--- src/rtl/sar_port_pkg.sv ---
package sar_port_pkg;

   localparam int CTRL_LEN = 8;
   localparam int POS_START = 7;
   localparam int POS_CH_HI = 6;
   localparam int POS_CH_LO = 4;
   localparam int POS_UNI = 3;
   localparam int POS_SGL = 2;
   localparam logic [1:0] CLK_EXT_CODE = 2'b11;

   typedef enum logic [1:0] {
      ST_IDLE,
      ST_CTRL,
      ST_ARM,
      ST_CONV
   } port_state_e;

   typedef struct packed {
      logic       start;
      logic [2:0] ch;
      logic       unipolar;
      logic       single;
      logic [1:0] clkmode;
   } ctrl_word_t;

   function automatic ctrl_word_t unpack_ctrl(input logic [CTRL_LEN-1:0] b);
      ctrl_word_t w;
      w.start    = b[POS_START];
      w.ch       = b[POS_CH_HI:POS_CH_LO];
      w.unipolar = b[POS_UNI];
      w.single   = b[POS_SGL];
      w.clkmode  = b[1:0];
      return w;
   endfunction

endpackage

--- src/rtl/sar_in_sync.sv ---
module sar_in_sync #(
   parameter int WIDTH = 3,
   parameter int STAGES = 2,
   parameter logic [WIDTH-1:0] RST_VAL = '0
) (
   input  logic             clk,
   input  logic             rst_n,
   input  logic [WIDTH-1:0] raw_i,
   output logic [WIDTH-1:0] sync_o
);

   generate
      if (STAGES == 0) begin : g_bypass
         assign sync_o = raw_i;
      end else begin : g_chain
         logic [WIDTH-1:0] stage_q [STAGES];
         always_ff @(posedge clk or negedge rst_n) begin
            if (!rst_n) begin
               for (int i = 0; i < STAGES; i++) stage_q[i] <= RST_VAL;
            end else begin
               stage_q[0] <= raw_i;
               for (int i = 1; i < STAGES; i++) stage_q[i] <= stage_q[i-1];
            end
         end
         assign sync_o = stage_q[STAGES-1];
      end
   endgenerate

endmodule

--- src/rtl/sar_sclk_edges.sv ---
module sar_sclk_edges (
   input  logic clk,
   input  logic rst_n,
   input  logic sclk_s,
   output logic rise_o,
   output logic fall_o
);

   logic prev_q;

   always_ff @(posedge clk or negedge rst_n) begin
      if (!rst_n) prev_q <= 1'b0;
      else        prev_q <= sclk_s;
   end

   assign rise_o = sclk_s & ~prev_q;
   assign fall_o = ~sclk_s & prev_q;

endmodule

--- src/rtl/sar_ctrl_rx.sv ---
module sar_ctrl_rx
   import sar_port_pkg::*;
(
   input  logic                clk,
   input  logic                rst_n,
   input  logic                clear_i,
   input  logic                shift_i,
   input  logic                din_i,
   output logic                done_o,
   output logic [CTRL_LEN-1:0] byte_o
);

   localparam int CW = $clog2(CTRL_LEN);

   logic [CTRL_LEN-2:0] shreg_q;
   logic [CW-1:0]       cnt_q;

   assign done_o = shift_i && (cnt_q == CW'(CTRL_LEN - 1));
   assign byte_o = {shreg_q, din_i};

   always_ff @(posedge clk or negedge rst_n) begin
      if (!rst_n) begin
         shreg_q <= '0;
         cnt_q   <= '0;
      end else if (clear_i) begin
         shreg_q <= '0;
         cnt_q   <= '0;
      end else if (shift_i) begin
         shreg_q <= {shreg_q[CTRL_LEN-3:0], din_i};
         cnt_q   <= done_o ? '0 : cnt_q + 1'b1;
      end
   end

endmodule

--- src/rtl/sar_engine.sv ---
module sar_engine #(
   parameter int RES = 12
) (
   input  logic                   clk,
   input  logic                   rst_n,
   input  logic                   load_i,
   input  logic [RES-1:0]         sample_i,
   input  logic                   step_i,
   output logic                   decide_o,
   output logic                   msb_o,
   output logic                   last_o
);

   localparam int IW = $clog2(RES);

   logic [RES-1:0] held_q;
   logic [RES-1:0] res_q;
   logic [IW-1:0]  idx_q;
   logic [RES-1:0] trial;

   assign trial    = res_q | (RES'(1) << idx_q);
   assign decide_o = (held_q >= trial);
   assign msb_o    = (idx_q == IW'(RES - 1));
   assign last_o   = (idx_q == '0);

   always_ff @(posedge clk or negedge rst_n) begin
      if (!rst_n) begin
         held_q <= '0;
         res_q  <= '0;
         idx_q  <= IW'(RES - 1);
      end else if (load_i) begin
         held_q <= sample_i;
         res_q  <= '0;
         idx_q  <= IW'(RES - 1);
      end else if (step_i) begin
         if (decide_o) res_q <= trial;
         if (!last_o)  idx_q <= idx_q - 1'b1;
      end
   end

   // the partial result never passes the held sample
   assert_partial_le_sample_R5: assert property (@(posedge clk) disable iff (!rst_n)
      res_q <= held_q);

endmodule

--- src/rtl/sar_adc_serial_port.sv ---
module sar_adc_serial_port
   import sar_port_pkg::*;
#(
   parameter int RES = 12,
   parameter int NCH = 8,
   parameter int SYNC_STAGES = 2
) (
   input  logic               clk,
   input  logic               rst_n,
   input  logic               sclk,
   input  logic               cs_n,
   input  logic               din,
   input  logic [NCH*RES-1:0] ch_codes,
   output logic               dout,
   output logic               dout_oe,
   output logic               strb,
   output logic               strb_oe
);

   localparam int CHW = (NCH > 1) ? $clog2(NCH) : 1;

   generate
      if (RES < 2) begin : g_bad_res
         $error("RES must be at least 2");
      end
      if (NCH < 2 || NCH > 8 || (NCH & (NCH - 1)) != 0) begin : g_bad_nch
         $error("NCH must be 2, 4 or 8");
      end
   endgenerate

   logic [2:0] raw_bus, sync_bus;
   logic       sclk_s, cs_s, din_s;
   logic       rise, fall;
   logic       byte_done, shift_en;
   logic [CTRL_LEN-1:0] ctrl_byte;
   ctrl_word_t ctrl;
   logic [CHW-1:0] ch_pick;
   logic [RES-1:0] picked_code;
   logic       start_conv;
   logic       decide, at_msb, at_last;
   port_state_e state_q;
   logic       bipolar_q;

   assign raw_bus = {cs_n, sclk, din};

   sar_in_sync #(.WIDTH(3), .STAGES(SYNC_STAGES), .RST_VAL(3'b100)) u_sync (
      .clk(clk), .rst_n(rst_n), .raw_i(raw_bus), .sync_o(sync_bus)
   );
   assign cs_s   = sync_bus[2];
   assign sclk_s = sync_bus[1];
   assign din_s  = sync_bus[0];

   sar_sclk_edges u_edges (
      .clk(clk), .rst_n(rst_n), .sclk_s(sclk_s), .rise_o(rise), .fall_o(fall)
   );

   assign shift_en = rise && !cs_s &&
                     ((state_q == ST_IDLE && din_s) || state_q == ST_CTRL);

   sar_ctrl_rx u_rx (
      .clk(clk), .rst_n(rst_n), .clear_i(cs_s), .shift_i(shift_en),
      .din_i(din_s), .done_o(byte_done), .byte_o(ctrl_byte)
   );

   assign ctrl    = unpack_ctrl(ctrl_byte);
   assign ch_pick = ctrl.single ? ctrl.ch[CHW-1:0] : (ctrl.ch[CHW-1:0] & ~CHW'(1));
   assign picked_code = ch_codes[ch_pick*RES +: RES];
   assign start_conv  = byte_done && ctrl.start && (ctrl.clkmode == CLK_EXT_CODE);

   sar_engine #(.RES(RES)) u_sar (
      .clk(clk), .rst_n(rst_n), .load_i(start_conv), .sample_i(picked_code),
      .step_i(fall && state_q == ST_CONV && !cs_s),
      .decide_o(decide), .msb_o(at_msb), .last_o(at_last)
   );

   always_ff @(posedge clk or negedge rst_n) begin
      if (!rst_n) begin
         state_q   <= ST_IDLE;
         dout      <= 1'b0;
         strb      <= 1'b0;
         bipolar_q <= 1'b0;
      end else if (cs_s) begin
         state_q   <= ST_IDLE;
         dout      <= 1'b0;
         strb      <= 1'b0;
      end else begin
         unique case (state_q)
            ST_IDLE: if (shift_en) state_q <= ST_CTRL;
            ST_CTRL: if (byte_done) begin
               if (start_conv) begin
                  state_q   <= ST_ARM;
                  bipolar_q <= ~ctrl.unipolar;
               end else begin
                  state_q <= ST_IDLE;
               end
            end
            ST_ARM: if (fall) begin
               strb    <= 1'b1;
               state_q <= ST_CONV;
            end
            ST_CONV: if (fall) begin
               strb <= 1'b0;
               dout <= decide ^ (bipolar_q & at_msb);
               if (at_last) state_q <= ST_IDLE;
            end
            default: state_q <= ST_IDLE;
         endcase
         if (fall && state_q != ST_CONV) dout <= 1'b0;
      end
   end

   assign dout_oe = ~cs_s;
   assign strb_oe = ~cs_s;

   // strobe lasts a single serial-clock period
   assert_strobe_single_R3: assert property (@(posedge clk) disable iff (!rst_n)
      (strb && fall) |=> !strb);

   // strobe only accompanies an accepted conversion
   assert_strobe_in_conv_R9: assert property (@(posedge clk) disable iff (!rst_n)
      strb |-> (state_q == ST_CONV));

   // outputs start low once chip select is asserted
   assert_low_after_select_R1: assert property (@(posedge clk) disable iff (!rst_n)
      $fell(cs_s) |-> (!strb && !dout));

   // data changes only on a serial-clock falling edge
   assert_dout_on_fall_R4: assert property (@(posedge clk) disable iff (!rst_n)
      (!cs_s && $past(!cs_s) && !$past(fall)) |-> $stable(dout));

endmodule

--- config.mk ---
export PLATFORM = sky130hd
export DESIGN_NAME = sar_adc_serial_port
export DESIGN_NICKNAME = d
export VERILOG_FILES = /design/src/rtl/sar_port_pkg.sv /design/src/rtl/sar_in_sync.sv /design/src/rtl/sar_sclk_edges.sv /design/src/rtl/sar_ctrl_rx.sv /design/src/rtl/sar_engine.sv /design/src/rtl/sar_adc_serial_port.sv
export SDC_FILE = /design/constraint.sdc
export NUM_CORES = 1
export LEC_CHECK = 0
export CELL_PAD_IN_SITES_DETAIL_PLACEMENT = 1
export CELL_PAD_IN_SITES_GLOBAL_PLACEMENT = 1
export CORE_ASPECT_RATIO = 1.25
export CORE_MARGIN = 5
export CORE_UTILIZATION = 45
export DETAILED_ROUTE_END_ITERATION = 8
export DONT_BUFFER_PORTS = 1
export HOLD_SLACK_MARGIN = 0.03
export PLACE_DENSITY_LB_ADDON = 0.1
export SLEW_MARGIN = 25
export SYNTH_ARGS = -nofsm -noshare
export SYNTH_HDL_FRONTEND = slang
export SYNTH_SLANG_ARGS = --single-unit
--- constraint.sdc ---
create_clock -name clk -period 3.5 [get_ports clk]
set_input_delay 0.35 -clock clk [delete_from_list [all_inputs] [get_ports clk]]
set_output_delay 0.35 -clock clk [all_outputs]
set_load 0.02 [all_outputs]
==> metrics.md <==
| Metric | Value |
|---|---|
| Final Max Tran Viols | `0` |
| Mux cell area share after synthesis | `0.239` |
| Synth top area cells | `dfrtp_1 35%, mux4_1 16%, ha_1 7.5%, mux2i_1 4.7%, nand2_1 4.7%` |
| Share of power burned in registers | `0.557` |
| Clk pwr share | `0.387` |
| First-pass GRT wire length | `11,500 microns` |
| Max Cap Viol | `0` |
| Internal power | `831 uW` |
| Root buf cell | `clkbuf_8` |
| Number of vias per cell | `5.92` |
| Register area | `0.00126 sq mm` |
| Core Util, Final | `0.480` |
| Cell repeated most along the worst path | `ha_1` |
| ANT nets after route | `0` |
| Final Setup Violations | `0` |
| Xor/xnor share of the synthesized area | `0.00826` |
| Leak | `0.00144 uW` |
| CP Class | `reg2reg` |
| Antenna Cells | `0` |
| Top delay family on crit path | `compound AO/OA/AOI/OAI gates` |
| #FFs+latches synth | `50` |
| All-Layer GR Usage | `0.161` |
| Yosys top cell area share | `0.354` |
| TritonCTS clock tree | `done` |
| Vias in the first global route | `2,352` |
| Overflow left after global routing | `0` |
| Maximum clock frequency | `360 MHz` |
| Final wirelength | `7020 microns` |
| Worst slew pin tran | `821 ps` |
| Area grow syn2layout | `4.52%` |
| Status | `finished, final reports clean` |
| Hpwl dp | `5500 microns` |
| Layout cells sized above 1 | `0.0916` |
| Crit path max-delay cell type | `dfstp_2` |
| Crit Path Max Fanout | `12` |
| Final critical-path required period | `2780 ps` |
| Psw | `228 uW` |
| # port buffers | `0` |
| Crit-path cells | `inv_1, ha_1, or3b_2, nand2b_1, ha_1, nor2b_1, o21ai_0, a22oi_1, a21oi_2, a22o_1` |
| Total Die Area | `0.00886 sq mm` |
| CP bufs+invs | `1` |
| Final worst-path cycle share | `0.794` |
| # hold bufs at CTS | `3` |
| Most frequent cells in the layout | `45 x dfrtp_1, 40 x nand2_1, 21 x nor2_1, 21 x o21ai_0, 20 x a21oi_1` |
| Syn nets | `399` |
| DRT iter0 DRCs | `58` |
| Combinational family with the most area after synthesis | `multiplexers` |
| Crit. End Element | `flop` |
| Skew-Pair Late Insertion Delay | `310 ps` |
| Power Density | `318 mW/mm^2` |
| Seq/Total Area, Yosys | `0.395` |
| Tot Pwr | `1060 uW` |
| Synth Area in Simple Gates | `0.123` |
| Fin nets | `392` |
| Adder-Cell Fraction of Synth Area | `0.0747` |
| Setup Skew | `12.2 ps` |
| Rows | `34` |
| Die height | `104 microns` |
| Asr flop ratio synth | `1.00` |
| Commonest non-fill, non-tap cell in the layout | `dfrtp_1` |
| Cts repair resizes | `0` |
| Worst-path clk slew | `100 ps` |
| CTS max path bufs | `2` |
| Final Hold Viols | `0` |
| # IOs | `105` |
| Post-synth EDFFs | `0` |
| Fin Setup TNS | `0 ps` |
| Multi-input gate area | `0.00177 sq mm` |
| Slew margin rel. | `0.452` |
| Post-Syn Area | `0.00318 sq mm` |
| Pre-antenna DRT Iters | `4` |
| Gate count after technology mapping | `279` |
| Initial antenna violation count | `0` |
| Crit path largest cell delay | `580 ps` |
| Most used flip-flop cell after synthesis | `dfrtp_1` |
| VDD IR max | `190 uV` |
| Startpoint types | `flop` |
| Wire per inst | `19.3 microns` |
| # H-tree levels | `2` |
| Detailed-route DRC error count | `0` |
| Initial Utilization | `0.459` |
| Netlist cell types | `39` |
| Die outline width | `85.2 microns` |
| Hold_ws | `58.1 ps` |
| Largest net degree at the start of global routing | `51` |
| Clock buffer count from CTS | `5` |
| Min-delay worst type | `in2reg` |
| CP arrival | `3030 ps` |
| Synth area leader | `dfrtp_1` |
| Setup Buffers After CTS | `0` |
| Synth Area in Compound Gates | `0.112` |
| Sw frac | `0.216` |
| Total number of vias | `2,148` |
| Fill count | `741` |
| RSZ-0062 raised after global routing | `false` |
| Comb pwr share | `0.056` |
| Post-DP Area | `0.00317 sq mm` |
| Synth Warn # | `0` |
| Syn avg cell area | `11.4 sq um` |
| Core footprint | `0.00693 sq mm` |
| CTS Sinks | `50` |
| Gp weighted congestion | `0.769` |
| Final Instance Area | `0.00333 sq mm` |
| Worst Path Required | `3750 ps` |
-- area by class of cell --
class	count	area share
multi-input cells	205	0.533
flip-flops and latches	50	0.378
well taps	90	0.0339
clock buffers	6	0.0218
repair buffers	3	0.0143
clock inverters	2	0.0113
inverters	7	0.00790
-- cell families (layout without fill, tap and decap cells) --
logic type,count (synthesis),count (layout)
AOI/OAI and AO/OA,60,60
adders and majority gates,19,19
and+or+nand+nor,84,84
DFF,50,50
buffers and inverters,24,18
muxes,39,39
xor gates and xnor gates,3,3
-- Yosys cell counts, types with 3 or more instances --
library cell,count
dfrtp_1,45
o21a_1,11
clkbuf_1,3
nand3_1,3
nand2_1,40
xnor2_1,3
o21ai_0,21
buf_2,5
nor2b_1,4
mux2i_1,15
buf_4,3
mux4_1,19
dfstp_2,5
nand4_1,3
and3_1,3
buf_6,6
nor2_1,21
mux4_2,5
inv_1,6
a21oi_1,20
ha_1,19
-- metrics by stage --
stage / instances / setup slack (ps)
after CTS: 363 / 709
after global routing: 363 / 519
after floorplan: 279 / 1110
final: 363 / 723
after detailed placement: 352 / 720
after global placement: 352 / 766
-- flip-flops by register name (all words and copies together) (netlist names) --
signal	cells
bipolar_q	1
u_sync.sync_o	3
u_sar.res_q	12
u_sar.held_q	12
u_rx.cnt_q	3
u_rx.shreg_q	7
u_sar.idx_q	4
u_edges.prev_q	1
dout	1
u_sync.g_chain.stage_q	3
strb	1
state_q	2
-- routing by layer --
metal / wire, microns / part of all wire / track usage
met2: 3450 / 0.49 / 0.269
met3: 368 / 0.052 / 0.0341
met5: 0 / 0 / 0
met1: 3120 / 0.44 / 0.213
met4: 78 / 0.011 / 0.0373
-- power groups by stage --
stage,clock (uW),sequential (uW),combinational [uW]
after floorplan,0,598,43.4
after global placement,0,601,43.2
after global routing,446,591,66.3
final,410,590,59.3
after detailed placement,0,602,43.8
after CTS,423,590,61.7
-- final timing paths --
path / cells past startpoint / startpoint / end / slack, ps
hold reg to reg: 0 / u_sync.g_chain.stage_q[3]$_DFF_PN0_ / u_sync.sync_o[0]$_DFF_PN0_ / 360
setup / recovery: 10 / u_sar.idx_q[0]$_DFFE_PN1P_ / u_sar.res_q[0]$_DFFE_PN0P_ / 720
min in group asynchronous: 2 / rst_n / u_sar.idx_q[2]$_DFFE_PN0P_ / 540
setup reg to reg: 10 / u_sar.idx_q[0]$_DFFE_PN1P_ / u_sar.res_q[0]$_DFFE_PN0P_ / 720
hold / removal: 0 / sclk / u_sync.g_chain.stage_q[4]$_DFF_PN0_ / 60
max in group asynchronous: 2 / rst_n / u_sync.g_chain.stage_q[5]$_DFF_PN1_ / 2660
-- worst register-to-register path, cell delays in order (launching register included) --
cell and delay (ps):
dfstp_2 580, inv_1 100, ha_1 280, or3b_2 270, nand2b_1 100, ha_1 280, nor2b_1 40, o21ai_0 200
a22oi_1 150, a21oi_2 520, a22o_1 210
Note: power is estimated with default switching activity, not from simulation.
